===== src/rtl/lockdet_pkg.sv =====
`timescale 1ns/1ps
// Shared types and helpers for the frequency-window lock detector.
package lockdet_pkg;

    // State of the hysteresis decision.
    typedef enum logic {
        LK_SEARCH = 1'b0,
        LK_HELD   = 1'b1
    } lock_state_e;

    // True when v lies within the closed range [lo, hi].
    function automatic logic in_range(input int unsigned v,
                                      input int unsigned lo,
                                      input int unsigned hi);
        return (v >= lo) && (v <= hi);
    endfunction

endpackage


===== src/rtl/lockdet_edge_sync.sv =====
`timescale 1ns/1ps
// Brings an asynchronous clock signal into the clk domain through a
// flop chain and emits a one-cycle pulse for each rising edge.
// Assumes clk samples each level of async_in at least once, i.e. clk
// runs at least 4x faster than the monitored clock.
module lockdet_edge_sync #(
    parameter int STAGES = 2
) (
    input  logic clk,
    input  logic rst_n,
    input  logic async_in,
    output logic rise_pulse
);

    logic [STAGES-1:0] chain;
    logic              last_q;

    // Synchronizer chain: stage 0 samples the raw input.
    always_ff @(posedge clk) begin
        if (!rst_n) begin
            chain <= '0;
        end else begin
            chain[0] <= async_in;
            for (int i = 1; i < STAGES; i++) begin
                chain[i] <= chain[i-1];
            end
        end
    end

    // Delayed copy of the synchronized level for edge detection.
    always_ff @(posedge clk) begin
        if (!rst_n) begin
            last_q <= 1'b0;
        end else begin
            last_q <= chain[STAGES-1];
        end
    end

    assign rise_pulse = chain[STAGES-1] & ~last_q;

endmodule


===== src/rtl/lockdet_window_seq.sv =====
`timescale 1ns/1ps
// Tracks the position within a measurement period, in reference edges.
// Position 0 exists only after reset. The reference edge seen at
// position 0 or PERIOD starts a period (position becomes 1). The window
// is open for positions 1..WIN and closes on the reference edge seen at
// position WIN, so it spans WIN reference cycles.
// Assumes 1 <= WIN < PERIOD.
module lockdet_window_seq #(
    parameter int PERIOD = 32,
    parameter int WIN    = 14
) (
    input  logic clk,
    input  logic rst_n,
    input  logic ref_pulse,
    output logic win_start,
    output logic win_open,
    output logic win_close
);

    localparam int PH_W = $clog2(PERIOD + 1);

    logic [PH_W-1:0] phase_q;

    assign win_start = ref_pulse && ((phase_q == '0) || (phase_q == PH_W'(PERIOD)));
    assign win_close = ref_pulse && (phase_q == PH_W'(WIN));
    assign win_open  = (phase_q != '0) && (phase_q <= PH_W'(WIN));

    // Advance the period position on every reference edge.
    always_ff @(posedge clk) begin
        if (!rst_n) begin
            phase_q <= '0;
        end else if (win_start) begin
            phase_q <= PH_W'(1);
        end else if (ref_pulse) begin
            phase_q <= phase_q + PH_W'(1);
        end
    end

endmodule


===== src/rtl/lockdet_sat_counter.sv =====
`timescale 1ns/1ps
// Saturating event counter. On clear it loads 1 or 0, depending on
// whether an event arrives in the same cycle. Otherwise it increments
// on inc and holds at SAT_MAX.
// Assumes SAT_MAX fits in CNT_W bits.
module lockdet_sat_counter #(
    parameter int SAT_MAX = 31,
    parameter int CNT_W   = 5
) (
    input  logic             clk,
    input  logic             rst_n,
    input  logic             clear,
    input  logic             load_one,
    input  logic             inc,
    output logic [CNT_W-1:0] count
);

    // Count events, restarting on clear and sticking at the ceiling.
    always_ff @(posedge clk) begin
        if (!rst_n) begin
            count <= '0;
        end else if (clear) begin
            count <= load_one ? CNT_W'(1) : '0;
        end else if (inc && (count != CNT_W'(SAT_MAX))) begin
            count <= count + CNT_W'(1);
        end
    end

endmodule


===== src/rtl/lockdet_hysteresis.sv =====
`timescale 1ns/1ps
// Lock decision with separate acquire and hold bands. On each decide
// pulse it captures the sample and moves between searching and held.
// Assumes the acquire band lies inside the hold band.
module lockdet_hysteresis
    import lockdet_pkg::*;
#(
    parameter int CNT_W   = 5,
    parameter int ACQ_LO  = 13,
    parameter int ACQ_HI  = 15,
    parameter int HOLD_LO = 11,
    parameter int HOLD_HI = 17
) (
    input  logic             clk,
    input  logic             rst_n,
    input  logic             decide,
    input  logic [CNT_W-1:0] sample,
    output logic             lock_flag,
    output logic [CNT_W-1:0] last_count
);

    lock_state_e state_q, state_nx;

    // Next-state rule: narrow band to enter lock, wide band to stay.
    always_comb begin
        state_nx = state_q;
        if (decide) begin
            unique case (state_q)
                LK_SEARCH: if (in_range(32'(sample), ACQ_LO, ACQ_HI))
                               state_nx = LK_HELD;
                LK_HELD:   if (!in_range(32'(sample), HOLD_LO, HOLD_HI))
                               state_nx = LK_SEARCH;
                default:   state_nx = LK_SEARCH;
            endcase
        end
    end

    // Register the decision and the count it was based on.
    always_ff @(posedge clk) begin
        if (!rst_n) begin
            state_q    <= LK_SEARCH;
            last_count <= '0;
        end else begin
            state_q <= state_nx;
            if (decide) begin
                last_count <= sample;
            end
        end
    end

    assign lock_flag = (state_q == LK_HELD);

endmodule


===== src/rtl/freq_lock_detector.sv =====
`timescale 1ns/1ps
// Frequency-window lock detector. It counts feedback edges over the
// first WIN reference cycles of every PERIOD-cycle period and updates a
// coarse lock flag with hysteresis. Both monitored clocks are sampled by
// clk, which must be at least 4x faster than either of them. Without
// reference edges no evaluation happens, so the outputs keep their values.
module freq_lock_detector #(
    parameter  int PERIOD      = 32,
    parameter  int WIN         = 14,
    parameter  int ACQ_LO      = 13,
    parameter  int ACQ_HI      = 15,
    parameter  int HOLD_LO     = 11,
    parameter  int HOLD_HI     = 17,
    parameter  int SAT_MAX     = 31,
    parameter  int SYNC_STAGES = 2,
    localparam int CNT_W       = $clog2(SAT_MAX + 1)
) (
    input  logic             clk,
    input  logic             rst_n,
    input  logic             ref_clk_in,
    input  logic             fb_clk_in,
    output logic             lock_flag,
    output logic [CNT_W-1:0] meas_count
);

    localparam int N_CLK = 2;   // index 0: reference, index 1: feedback

    logic [N_CLK-1:0] raw_clk;
    logic [N_CLK-1:0] rise;
    logic             ref_pulse, fb_pulse;
    logic             win_start, win_open, win_close;
    logic [CNT_W-1:0] fb_cnt;

    assign raw_clk = {fb_clk_in, ref_clk_in};

    // One synchronizer and edge detector per monitored clock.
    for (genvar g = 0; g < N_CLK; g++) begin : g_sync
        lockdet_edge_sync #(
            .STAGES (SYNC_STAGES)
        ) u_sync (
            .clk        (clk),
            .rst_n      (rst_n),
            .async_in   (raw_clk[g]),
            .rise_pulse (rise[g])
        );
    end

    assign ref_pulse = rise[0];
    assign fb_pulse  = rise[1];

    lockdet_window_seq #(
        .PERIOD (PERIOD),
        .WIN    (WIN)
    ) u_seq (
        .clk       (clk),
        .rst_n     (rst_n),
        .ref_pulse (ref_pulse),
        .win_start (win_start),
        .win_open  (win_open),
        .win_close (win_close)
    );

    lockdet_sat_counter #(
        .SAT_MAX (SAT_MAX),
        .CNT_W   (CNT_W)
    ) u_fbcnt (
        .clk      (clk),
        .rst_n    (rst_n),
        .clear    (win_start),
        .load_one (fb_pulse),
        .inc      (fb_pulse && win_open && !win_close),
        .count    (fb_cnt)
    );

    lockdet_hysteresis #(
        .CNT_W   (CNT_W),
        .ACQ_LO  (ACQ_LO),
        .ACQ_HI  (ACQ_HI),
        .HOLD_LO (HOLD_LO),
        .HOLD_HI (HOLD_HI)
    ) u_decide (
        .clk        (clk),
        .rst_n      (rst_n),
        .decide     (win_close),
        .sample     (fb_cnt),
        .lock_flag  (lock_flag),
        .last_count (meas_count)
    );

endmodule


===== config.mk =====
export PLATFORM = sky130hd
export DESIGN_NAME = freq_lock_detector
export DESIGN_NICKNAME = d
export VERILOG_FILES = /design/src/rtl/lockdet_pkg.sv /design/src/rtl/lockdet_edge_sync.sv /design/src/rtl/lockdet_window_seq.sv /design/src/rtl/lockdet_sat_counter.sv /design/src/rtl/lockdet_hysteresis.sv /design/src/rtl/freq_lock_detector.sv
export SDC_FILE = /design/constraint.sdc
export NUM_CORES = 1
export LEC_CHECK = 0
export ABC_AREA = 1
export BUFFER_PORTS_ARGS = -buffer_cell sky130_fd_sc_hd__buf_2
export CORE_MARGIN = 5
export CORE_UTILIZATION = 50
export CTS_CLUSTER_DIAMETER = 80
export DETAILED_ROUTE_END_ITERATION = 8
export GPL_TIMING_DRIVEN = 1
export HOLD_SLACK_MARGIN = 0.02
export PLACE_DENSITY = 0.66
export SKIP_CTS_REPAIR_TIMING = 1
export SLEW_MARGIN = 20
export SYNTH_ARGS = -nofsm -noshare
export SYNTH_HDL_FRONTEND = slang
export SYNTH_SLANG_ARGS = --single-unit

===== constraint.sdc =====
create_clock -name clk -period 1.95 [get_ports clk]
set_clock_uncertainty 0.05 [all_clocks]
set_input_delay 0.39 -clock clk [delete_from_list [all_inputs] [get_ports clk]]
set_output_delay 0.39 -clock clk [all_outputs]
set_load 0.05 [all_outputs]

After elaboration in Yosys (flattened, before gate mapping)
Index checks and enable logic that the tools add are counted.
{ "word_totals": {"regBits": 23, "input_bits": 4, "out_inout_bits": 6, "elab_cells": 48} }
{ "classes": {"n_addsub": 2, "order_cmp": 5, "n_eq_ne": 3, "muxes": 8, "bitwise": 6, "n_reduce_logical": 15} }
{ "op_table": {"columns": ["op", "n"], "rows": [
  ["$ge 5x4->1 const B", 2],
  ["$mux 5", 2],
  ["$logic_and 1x1->1", 8],
  ["$add 6x1->6 const B", 1],
  ["$eq 6x4->1 const B", 1],
  ["$eq 6x6->1 const B", 1],
  ["$le 6x4->1 const B", 1],
  ["$logic_not 6->1", 1],
  ["$reduce_bool 6->1", 1],
  ["$add 5x1->5 const B", 1],
  ["$le 5x4->1 const B", 1],
  ["$le 5x5->1 const B", 1],
  ["$mux 1", 5],
  ["$ne 5x5->1 const B", 1],
  ["$not 1->1", 4],
  ["$reduce_bool 2->1", 2],
  ["$and 1x1->1", 2],
  ["$pmux 1 s2", 1],
  ["$reduce_or 2->1", 1],
  ["$logic_not 1->1", 1],
  ["$logic_or 1x1->1", 1]
]} }

Longest topological paths before layout
Gate-level depths: netlist of run 1.
{ "logic_depth": {"word_depth": 8, "ltp_mapped": 12, "depth_no_buf": 12} }

By module
A second synthesis of run 1 with hierarchy kept.
{ "hier_totals": {"hier_cells": 152, "hier_area_um2": 1111.1} }
{ "modules_own_cells": {"columns": ["mod", "n_inst", "cells_per_inst", "area_per_inst_um2", "seq_area_each_um2"], "rows": [
  ["lockdet_window_seq", 1, 52, 361.6, 120.1],
  ["lockdet_hysteresis", 1, 39, 282.8, 120.1],
  ["lockdet_sat_counter", 1, 37, 271.5, 100.1],
  ["lockdet_edge_sync", 2, 11, 92.6, 60.1],
  ["freq_lock_detector", 1, 2, 10.0, 0.0]
]} }

Worst setup path after synthesis of run 1
OpenSTA, ideal clock, no wires.
{ "synth_path": {"path_type": "register to register", "startpoint": "register u_fbcnt.count[0]", "endpoint": "register u_fbcnt.count[0]", "t_arrival_ps": 1385, "t_required_ps": 1790, "path_slack_ps": 404, "path_stages_with_launch": 13, "n_path_buf": 0, "period_less_slack_ps": 1546, "path_cell_list": "dfxtp_1 ha_1 inv_1 nor3_1 ha_1 inv_1 nand2_1 nor2_1 nand3_2 nand2_1 nand3_1 nand2_1 inv_1"} }
{ "synth_between": {"elab_chain_cells": 3} }
{ "synth_rtl": {"columns": ["item", "line", "rtl"], "rows": [
  ["start: declaration", "lockdet_sat_counter.sv:15", "output logic [CNT_W-1:0] count"],
  ["start signal: assignment", "lockdet_sat_counter.sv:23", "count <= load_one ? CNT_W'(1) : '0;"],
  ["start signal: assignment", "lockdet_sat_counter.sv:25", "count <= count + CNT_W'(1);"],
  ["$add 5x1->5 / $ne 5x5->1 (equally long branches)", "lockdet_sat_counter.sv:25, lockdet_sat_counter.sv:24", null],
  ["$mux 5 / $logic_and 1x1->1 (equally long branches)", "lockdet_sat_counter.sv:24", "end else if (inc && (count != CNT_W'(SAT_MAX))) begin"],
  ["$mux 5 / $reduce_bool 2->1 (equally long branches)", null, null]
]} }
Parallel ways exist; a longest one is shown, timed or not. The select of a mux whose other input is x is not followed.
A chain may end at the register's enable or synchronous reset.

Final worst setup path of run 1
{ "layout_path": {"startpoint": "register u_fbcnt.count[0]", "endpoint": "register u_fbcnt.count[1]"} }
Same word-level chain as after synthesis.

==> metrics.md, run 1 <==
| Metric | Value |
|---|---|
| Met2 WL | `1.18 mm` |
| Fmax achieved | `0.572 GHz` |
| Synthesized net count | `roughly 180` |
| Synth area leader | `dfxtp_1` |
| Insertion delay to the later sink of the worst-skew pair | `0.32 ns` |
| Pint | `0.000571 W` |
| Number of buffers added on ports | `9` |
| Root Driver | `clkbuf_4` |
| WL met1 | `1.01 mm` |
| Site Rows | `18` |
| Fin. max-slew vios | `0` |
| P per Cell Area | `550 nW/um^2` |
| Diode count | `0` |
| Total grt overflow | `0` |
| Comb pwr share | `6.5%` |
| Longest Clk Path Bufs | `2` |
| Startpoint Class | `flip-flop` |
| Syn Inst Count | `165` |
| Total GRT Usage | `15.5%` |
| Sum Neg Setup Slack | `0 ns` |
| Status | `finished clean` |
| Net Switching | `0.000183 W` |
| Vias post-DR | `1036` |
| Most numerous cell in the Yosys netlist | `nand2_1` |
| Post-synth EDFFs | `0` |
| Gpl congestion | `around 0.8` |
| Initial antenna violation count | `0` |
| CP Capture Type | `flip-flop` |
| Num ports | `10` |
| Synth top area cells | `dfxtp_1, nand2_1, inv_1` |
| Synth Cell Area | `between 1000 and 1500 um^2` |
| Fin. Hold Viols | `0` |
| CP required | `between 2 and 2.5 ns` |
| DP HPWL | `1.84 mm` |
| Core ar. | `2450 um^2` |
| Die area | `between 3000 and 4000 um^2` |
| Crit Path Category | `reg2reg` |
| CTS Sinks | `23` |
| Top-area cell type share of the netlist area | `36.1%` |
| Initial DRC count | `46` |
| DIE WIDTH | `between 60 and 70 um` |
| Main synth FF type | `dfxtp_1` |
| Die Height | `60.5 um` |
| Clock power frac | `between 20 and 30%` |
| DR vias/cell | `5.00` |
| Yosys warns | `0` |
| Layout Nets | `between 150 and 200` |
| Final setup vio count | `0` |
| Residual DRC | `0` |
| Initial Util | `51.9%` |
| Least-Margin Pin Slew | `0.373 ns` |
| Net Sw Frac | `24.2%` |
| First-pass GRT wire length | `4.30 mm` |
| Leakage | `0.693 nW` |
| Worst Setup SP | `u_fbcnt.count[0]` |
| Max_slew headroom | `74.9%` |
| Yosys reg bits | `23` |
| Post-synthesis sequential area ratio | `36.1%` |
| Post-route ant nets | `0` |
| Final Critical Period | `1.75 ns` |
| Reg2reg start | `u_fbcnt.count[0]` |
| Fin crit share | `89.7%` |
| Clock transition at path regs | `0.13 ns` |
| Worst-case reg-to-reg path depth | `10` |
| CTS tree | `yes` |
| R2R Path End | `u_fbcnt.count[1]` |
| Share of cells above drive strength 1 | `23.2%` |
| Max FO, Critical Path | `5` |
| WHS Path Cells | `3` |
| Area Overhead vs Synth | `7.36%` |
| Post-synth cell types | `28` |
| Wire length on met3 | `76 um` |
| Dpl cells | `between 200 and 250` |
| Total design power | `0.000753 W` |
| Reg-to-reg slack, setup | `0.20 ns` |
| Worst hold path class | `in2reg` |
| Seq pwr share | `64.0%` |
| Number of max-cap violations | `0` |
| DRT Pass-1 Iters | `4` |
| Arrival time worst endpoint | `1.93 ns` |
| WL/cell | `11.2 um` |
| Mean Syn Cell Area | `7.73 um^2` |
| Largest net degree at the start of global routing | `14` |
| FFs w/ async S/R, synth | `0%` |
| WHS | `approximately 0.2 ns` |
| Top Layer Used | `met4` |
| Final Non-Filler Cells | `207` |
| Vias in the first global route | `1059` |
| CTS Buf Count | `3` |
| Routed WL | `roughly 2.3 mm` |
| Crit path to | `u_fbcnt.count[1]` |
| H-Tree Depth | `1` |
| Unrepaired setup endpoints after global routing | `false` |
| Synth top cells by count | `nand2_1, inv_1, dfxtp_1` |
| Peak VDD IR | `0.000431 V` |
[critical path: stages, from the launching register on]
cell,delay [ns]
dfxtp_1,0.42
ha_1,0.20
inv_1,0.06
nor3_1,0.23
ha_1,0.21
inv_1,0.06
nand2_1,0.07
nor2_1,0.05
nand3_2,0.11
nand2_1,0.07
and3_1,0.14
[cell usage in the layout (no fill, tap or decap), drive strengths merged, types with 2 or more instances in the layout]
cell type	instances
a211oi	2
a21oi	9
and3	2
buf	10
clkbuf	3
clkinv	2
dfxtp	23
ha	7
inv	29
nand2	35
nand3	14
nor2	26
nor3	2
o21ai	5
xor2	4
[registers in the layout, summed over array words and instances (netlist names)]
name and flops:
g_sync.u_sync.chain 4, g_sync.u_sync.last_q 2, u_decide.last_count 5, u_decide.lock_flag 1, u_fbcnt.count 5, u_seq.phase_q 6
[cell families (layout without fill, tap and decap cells)]
group | Yosys count | count (layout) | synth area share, %
xor gates and xnor gates | 4 | 4 | 2.75
AOI/OAI and AO/OA | 19 | 19 | 10.9
adders and majority gates | 7 | 7 | 6.87
and+or+nand+nor | 80 | 80 | 32.6
buffers and inverters | 32 | 44 | 10.8
DFF | 23 | 23 | 36.1
[power groups by stage]
| stage | Sequential [W] | Combinational [W] | Clock [W] |
|---|---|---|---|
| finish | 0.000482 | 0.0000486 | 0.000223 |
| CTS | 0.000482 | 0.0000495 | 0.000233 |
| detailed placement | 0.000493 | 0.0000491 | 0 |
| floorplan | 0.000492 | 0.0000353 | 0 |
| global route | 0.000484 | 0.0000571 | 0.000251 |
| global placement | 0.000492 | 0.0000475 | 0 |
[layout make-up]
| cell class | count | area (um^2) |
|---|---|---|
| fill | 245 | 1090 |
| multi-input combinational | 110 | 677 |
| sequential | 23 | 460 |
| inverter | 30 | 114 |
| timing repair buffer | 10 | 52.6 |
| tap | 30 | 37.5 |
| clock buffer | 3 | 22.5 |
| clock inverter | 1 | 5.00 |
[worst min path at each step]
stage	start	endpoint	slack [ns]
after detailed placement	g_sync[1].u_sync.chain[0]	g_sync[1].u_sync.chain[1]	0.35
after global routing	fb_clk_in	g_sync[1].u_sync.chain[0]	0.20
after global placement	g_sync[1].u_sync.chain[0]	g_sync[1].u_sync.chain[1]	0.34
after CTS	ref_clk_in	g_sync[0].u_sync.chain[0]	0.19
final	ref_clk_in	g_sync[0].u_sync.chain[0]	0.20
after floorplan	g_sync[0].u_sync.chain[0]	g_sync[0].u_sync.chain[1]	0.34
[layer usage]
layer  global-route usage [%]  up-vias
met4                     7.74        0
met1                     18.4      476
li1                         -      537
met2                     26.5       18
met3                     2.98        5
met5                        0        -
[through the flow]
| step | utilization (%) | setup slack [ns] | area (um^2) |
|---|---|---|---|
| global route | 55.8 | 0.0167 | 1370 |
| global placement | 54.6 | 0.344 | 1340 |
| detailed placement | 54.6 | 0.217 | 1340 |
| CTS | 55.8 | 0.194 | 1370 |
| finish | 55.8 | 0.200 | 1370 |
| floorplan | - | 0.404 | 1270 |
(Power assumes the default switching activity.)
==> run 2, diff against run 1 <==
Settings changed: PLACE_DENSITY 0.66 to 0.67, SLEW_MARGIN 20 to default, SYNTH_HIERARCHICAL from default to 1.
==> run 2 against run 1 <==
First-iteration DRC count decreased by 72%. Setup slack improved by 0.10 ns. Via count decreased by 13%. Fmax increased by 6.2%. Critical path type unchanged.
==> metrics.md, run 2 <==
| Metric | Value |
|---|---|
| Status | `finished clean` |
| Post-synth cell types | `22` |
| Commonest cells after routing, fill and taps aside | `nand2_1, dfxtp_1, inv_1` |
| Post-synthesis sequential area ratio | `41.4%` |
| Yosys reg bits | `23` |
| Least-Margin Pin Slew | `roughly 0.30 ns` |
| Synth Area in Simple Gates | `29.1%` |
| Largest family of logic cells by synthesized area | `simple AND/OR/NAND/NOR gates` |
| Hold EP | `g_sync[1].u_sync/chain[0]` |
| CP Capture Type | `flip-flop` |
| Clock transition at path regs | `0.12 ns` |
| Core ar. | `2170 um^2` |
| Mean Syn Cell Area | `7.31 um^2` |
| CP required | `about 2.1 ns` |
| Fmax achieved | `around 0.61 GHz` |
| Total GRT Usage | `about an eighth` |
| R2R Path End | `u_fbcnt/count[3]` |
| Crit Path Category | `reg2reg` |
| Post-placement cell area | `1190 um^2` |
| Fin crit share | `84.5%` |
| Peak VDD IR | `0.000449 V` |
| CTS Sinks | `23` |
| XOR/XNOR Fraction of Synth Area | `2.36%` |
| Worst hold path class | `in2reg` |
| Vias in the first global route | `825` |
| Complex-gate fraction of the synthesized area | `10.7%` |
| Slowest-stage cell, CP | `dfxtp_1` |
| Multi-input logic area | `531 um^2` |
| Routed WL | `1.78 mm` |
| Post-synthesis mux area share | `0%` |
| Final setup vio count | `0` |
| DIE WIDTH | `approximately 57 um` |
| Final Critical Period | `1.65 ns` |
| Largest registers | `u_seq/phase_q (6), u_decide/last_count (5), u_fbcnt/count (5)` |
| Top-area cell type share of the netlist area | `41.4%` |
| WHS Path Cells | `3` |
| Gpl congestion | `between 0.8 and 0.9` |
| Worst-path cell chain | `inv_1 > ha_1 > nand2_1 > nand3_1 > nor2_1 > nand2_1 > nor2_2 > nand2_4 > nand2_4 > nand3_1 > nand2_1 > nor2_1` |
| Vias post-DR | `897` |
| Synth area leader | `dfxtp_1` |
| Initial antenna violation count | `0` |
| Leakage | `~0.57 nW` |
| Most numerous cell in the Yosys netlist | `nand2_1` |
| Root Driver | `clkbuf_4` |
| DRT Pass-1 Iters | `3` |
| Area Overhead vs Synth | `10.0%` |
| WL/cell | `just over 9 um` |
| Commonest non-fill, non-tap cell in the layout | `nand2_1` |
| Syn Inst Count | `roughly 150` |
| Post-route ant nets | `0` |
| Synth Cell Area | `between 1000 and 1500 um^2` |
| Reg-to-reg slack, setup | `0.30 ns` |
| Total grt overflow | `0` |
| Site Rows | `17` |
| Initial Util | `between 50% and 60%` |
| CTS tree | `yes` |
| Post-route cell area | `~1200 um^2` |
| Yosys warns | `6` |
| Fin. max-slew vios | `0` |
| Number of max-cap violations | `0` |
| Synth top area cells | `dfxtp_1, nand2_1, inv_1` |
| Worst Hold Launch | `fb_clk_in` |
| Share of cells above drive strength 1 | `22.9%` |
| Longest Clk Path Bufs | `2` |
| Initial DRC count | `13` |
| Residual DRC | `0` |
| Die Height | `57.1 um` |
| Post-synth EDFFs | `0` |
| Max FO, Critical Path | `7` |
| CP most frequent cell | `nand2_1` |
| Max incr delay on CP | `0.41 ns` |
| Sum Neg Setup Slack | `0 ns` |
| Adder-Cell Fraction of Synth Area | `about 5.6%` |
| Arrival time worst endpoint | `1.81 ns` |
| Unrepaired setup endpoints after global routing | `false` |
| Number of buffers added on ports | `9` |
| Insertion delay to the later sink of the worst-skew pair | `0.30 ns` |
| Layout Nets | `176` |
| Register area | `460 um^2` |
| First-pass GRT wire length | `~3.3 mm` |
| Synthesized net count | `161` |
| Max_slew headroom | `80.1%` |
| Startpoint Class | `flip-flop` |
| DR vias/cell | `4.62` |
| Largest net degree at the start of global routing | `14` |
| DP HPWL | `1.45 mm` |
| Max reg flops | `6` |
| Die area | `3260 um^2` |
| FFs w/ async S/R, synth | `0%` |
| Top reg by flops | `u_seq/phase_q` |
| Synth top cells by count | `nand2_1, dfxtp_1, inv_1` |
| Num ports | `10` |
| Fillers | `221` |
| Fin. Hold Viols | `0` |
| Diode count | `0` |
| Reg2reg start | `u_seq/phase_q[1]` |
| P per Cell Area | `623 nW/um^2` |
| Worst-case reg-to-reg path depth | `12` |
| H-Tree Depth | `1` |
| CTS Buf Count | `3` |
| Main synth FF type | `dfxtp_1` |
[run 2: cell count changes after synthesis, sizes merged, moves of 2 or more]
cell / previous run / this run
nand3: 14 / 4
a21oi: 9 / 12
o21ai: 5 / 8
a211oi: 2 / 0
and3: 2 / 0
ha: 7 / 5
nand2: 35 / 37
xor2: 4 / 2
[run 2: cells by family (layout without fill, tap and decap cells)]
| family | count (synthesis) | in the layout |
|---|---|---|
| AO/OA/AOI/OAI | 21 | 21 |
| XOR/XNOR | 3 | 3 |
| adder cells (fa/ha/maj) | 5 | 5 |
| buffers and inverters | 30 | 44 |
| flip-flops | 23 | 23 |
| AND/OR/NAND/NOR | 70 | 70 |
[run 2: worst max path at each step]
stage                         startpoint            endpoint  slack (ns)  cells after the start
2_1_floorplan  g_sync[0].u_sync/chain[1]  u_decide/lock_flag        0.40                      9
3_3_place_gp            u_seq/phase_q[1]    u_fbcnt/count[3]        0.33                     12
3_5_place_dp            u_seq/phase_q[1]    u_fbcnt/count[3]        0.33                     12
4_1_cts                 u_seq/phase_q[1]    u_fbcnt/count[3]        0.29                     12
5_1_grt                 u_seq/phase_q[1]    u_fbcnt/count[3]        0.13                     12
6_report                u_seq/phase_q[1]    u_fbcnt/count[3]        0.30                     12
[run 2: metal layers]
| layer | wire, um | part of all wire [%] | global-route usage, % | vias up |
|---|---|---|---|---|
| met5 | 0 | 0 | 0 | - |
| met4 | 14 | 0.79 | 4.97 | 0 |
| met3 | 71 | 4.0 | 2.26 | 2 |
| met2 | 764 | 43 | 19.4 | 9 |
| met1 | 931 | 52 | 16.7 | 397 |
| li1 | - | - | - | 489 |
[run 2: final cells by class]
class                           count  area share (%)
Clock buffer                        3            1.84
Clock inverter                      1           0.409
Inverter                           29            8.90
Multi-Input combinational cell     99            43.4
Sequential cell                    23            37.7
Tap cell                           28            2.87
Timing Repair Buffer               11            4.91
[run 2: worst max-delay path: cells and delay by family (launching register included)]
family,cells,cell delay [ns]
adders and majority gates,1,0.18
buffers and inverters,1,0.11
DFF,1,0.41
and+or+nand+nor,10,0.80
[run 2: metrics by stage]
| stage | hold slack, ns | setup WS [ns] | util [%] | cells | power (W) |
|---|---|---|---|---|---|
| after floorplan | 0.336 | 0.395 | - | 152 | 0.000542 |
| after global placement | 0.342 | 0.334 | 55.1 | 190 | 0.000557 |
| after detailed placement | 0.359 | 0.331 | 55.1 | 190 | 0.000560 |
| after CTS | 0.193 | 0.294 | 56.3 | 194 | 0.000776 |
| after global routing | 0.208 | 0.134 | 56.3 | 194 | 0.000802 |
| final | 0.209 | 0.302 | 56.3 | 194 | 0.000761 |
[run 2: report_power, final]
group | switching (W) | total (W) | internal, W
Clock | 0.000137 | 0.000213 | 0.0000764
Sequential | 0.00000803 | 0.000488 | 0.000480
Combinational | 0.0000380 | 0.0000606 | 0.0000225
Total | 0.000183 | 0.000761 | 0.000579
==> run 3, diff against run 2 <==
Settings changed: PLACE_DENSITY 0.67 to 0.7.
Clock period 1.95 ns to 1.4 ns, I/O delays scaled along.
==> run 3 against run 2 <==
The flow now finishes with violations (negative setup slack). Critical path depth shrank 1. Clock power grew 46%. Flip-flop and latch count is the same. Via count grew 10%. Sequential share of layout area shrank 4.5 points. Final area grew 14%. Sequential power grew 38%. Routed wire length grew 22%. Combinational power grew 110%. Utilization grew 8.1 points. Non-clock buffer count grew 15. Hold slack lost 0.13 ns. Critical endpoint is now u_fbcnt/count[0]. Largest power group unchanged. Highest routed layer unchanged.
==> metrics.md, run 3 (synthesis results as in run 2) <==
| Metric | Value |
|---|---|
| Total GRT Usage | `13.9%` |
| Fin crit share | `106%` |
| Final Non-Filler Cells | `209` |
| Num ports | `10` |
| R2R Path End | `u_fbcnt/count[0]` |
| Max FO, Critical Path | `7` |
| Startpoint Class | `flip-flop` |
| Fmax achieved | `0.677 GHz` |
| Final Critical Period | `1.48 ns` |
| Leakage | `0.648 nW` |
| Number of buffers added on ports | `9` |
| Die Height | `57.1 um` |
| Fillers | `207` |
| Worst-case reg-to-reg path depth | `11` |
| Commonest cells after routing, fill and taps aside | `nand2_1, dfxtp_1, inv_1` |
| Hold EP | `g_sync[1].u_sync/chain[0]` |
| WHS Path Cells | `3` |
| Initial Util | `51.2%` |
| Commonest non-fill, non-tap cell in the layout | `nand2_1` |
| First-pass GRT wire length | `between 3 and 4 mm` |
| Final setup margin | `-0.0779 ns` |
| Area Overhead vs Synth | `25.8%` |
| Peak VDD IR | `0.000672 V` |
| Insertion delay to the later sink of the worst-skew pair | `0.32 ns` |
| Residual DRC | `0` |
| Vias in the first global route | `approximately 860` |
| Max_slew headroom | `82.8%` |
| Initial antenna violation count | `0` |
| WL/cell | `10.4 um` |
| Dpl cells | `approximately 200` |
| DIE WIDTH | `~57 um` |
| Status | `finished, violations left` |
| CTS Buf Count | `3` |
| Unrepaired setup endpoints after global routing | `true` |
| Failing checks | `negative setup slack` |
| Largest registers | `u_seq/phase_q (6), u_decide/last_count (5), u_fbcnt/count (5)` |
| Top Family by Delay on Critical Path | `simple AND/OR/NAND/NOR gates` |
| Diode count | `0` |
| Layout Nets | `approximately 190` |
| Final setup vio count | `15` |
| Crit Path Category | `reg2reg` |
| DRT Pass-1 Iters | `4` |
| Max incr delay on CP | `0.37 ns` |
| Core ar. | `approximately 2200 um^2` |
| Post-route ant nets | `0` |
| Max reg flops | `6` |
| CP Capture Type | `flip-flop` |
| P per Cell Area | `about 800 nW/um^2` |
| Vias post-DR | `~1000` |
| Site Rows | `17` |
| Slowest-stage cell, CP | `dfxtp_2` |
| Reg2reg start | `u_seq/phase_q[1]` |
| CTS tree | `yes` |
| Post-placement cell area | `1320 um^2` |
| CTS Sinks | `23` |
| Root Driver | `clkbuf_4` |
| Fin. max-slew vios | `0` |
| DR vias/cell | `between 4 and 5` |
| Initial DRC count | `34` |
| Worst hold path class | `in2reg` |
| Die area | `3260 um^2` |
| Longest Clk Path Bufs | `2` |
| DP HPWL | `~1.6 mm` |
| Post-route cell area | `1400 um^2` |
| Least-Margin Pin Slew | `0.258 ns` |
| Buf/Inv on CP | `1` |
| H-Tree Depth | `1` |
| Top reg by flops | `u_seq/phase_q` |
| Gpl congestion | `around 0.83` |
| Share of cells above drive strength 1 | `37.6%` |
| Fin. Hold Viols | `0` |
| Sum Neg Setup Slack | `-0.656 ns` |
| Total grt overflow | `0` |
| WHS | `0.0800 ns` |
| CP most frequent cell | `nand2_4` |
| Worst-path cell chain | `inv_2 > ha_4 > nand2_4 > nand3_2 > nor2_2 > nand2_1 > nor2_2 > nand2_4 > nand2_4 > nand2_2 > a21oi_2` |
| Arrival time worst endpoint | `1.69 ns` |
| Reg-to-reg slack, setup | `-0.08 ns` |
| Clock transition at path regs | `around 0.13 ns` |
| Number of max-cap violations | `0` |
| CP required | `1.62 ns` |
| Largest net degree at the start of global routing | `14` |
| Final Core Density | `64.4%` |
| Worst Hold Launch | `fb_clk_in` |
| Routed WL | `2.17 mm` |
run 3: power by group:
part,switching (W),internal (W)
Combinational,0.0000727,0.0000530
Sequential,0.00000677,0.000669
Clock,0.000204,0.000107
Total,0.000284,0.000829
run 3: worst max path at each step:
stage / from / endpoint / slack (ns) / depth (start not counted)
2_1_floorplan: u_seq/phase_q[0] / u_fbcnt/count[3] / -0.02 / 12
3_3_place_gp: u_seq/phase_q[0] / u_decide/lock_flag / -0.04 / 9
3_5_place_dp: u_seq/phase_q[1] / u_fbcnt/count[3] / -0.08 / 12
4_1_cts: u_seq/phase_q[1] / u_fbcnt/count[0] / -0.13 / 11
5_1_grt: u_seq/phase_q[0] / u_decide/last_count[1] / -0.19 / 8
6_report: u_seq/phase_q[1] / u_fbcnt/count[0] / -0.08 / 11
run 3: layer usage:
| metal | wire [um] | part of all wire (%) | track usage, % | up-vias |
|---|---|---|---|---|
| li1 | - | - | - | 522 |
| met1 | 1010 | 47 | 17.7 | 438 |
| met2 | 1010 | 46 | 20.9 | 20 |
| met3 | 80 | 3.7 | 2.71 | 7 |
| met4 | 72 | 3.3 | 9.60 | 0 |
| met5 | 0 | 0 | 0 | - |
run 3: final cells by class:
cell class	count	area (um^2)	share of cell area (%)
clock buffer	3	22.5	1.61
multi-input combinational	99	591	42.3
tap	28	35.0	2.51
sequential	23	463	33.1
timing repair buffer	26	173	12.4
clock inverter	1	5.00	0.358
inverter	29	109	7.79
run 3: stage by stage:
step / setup slack (ns) / power, W
global placement: -0.0423 / 0.000796
CTS: -0.132 / 0.00112
detailed placement: -0.0817 / 0.000801
floorplan: -0.0218 / 0.000760
finish: -0.0779 / 0.00111
global route: -0.187 / 0.00118
run 3: worst min-delay path, stage by stage:
cell and delay [ns]:
buf_2 0.07, nand2_1 0.04, inv_1 0.04
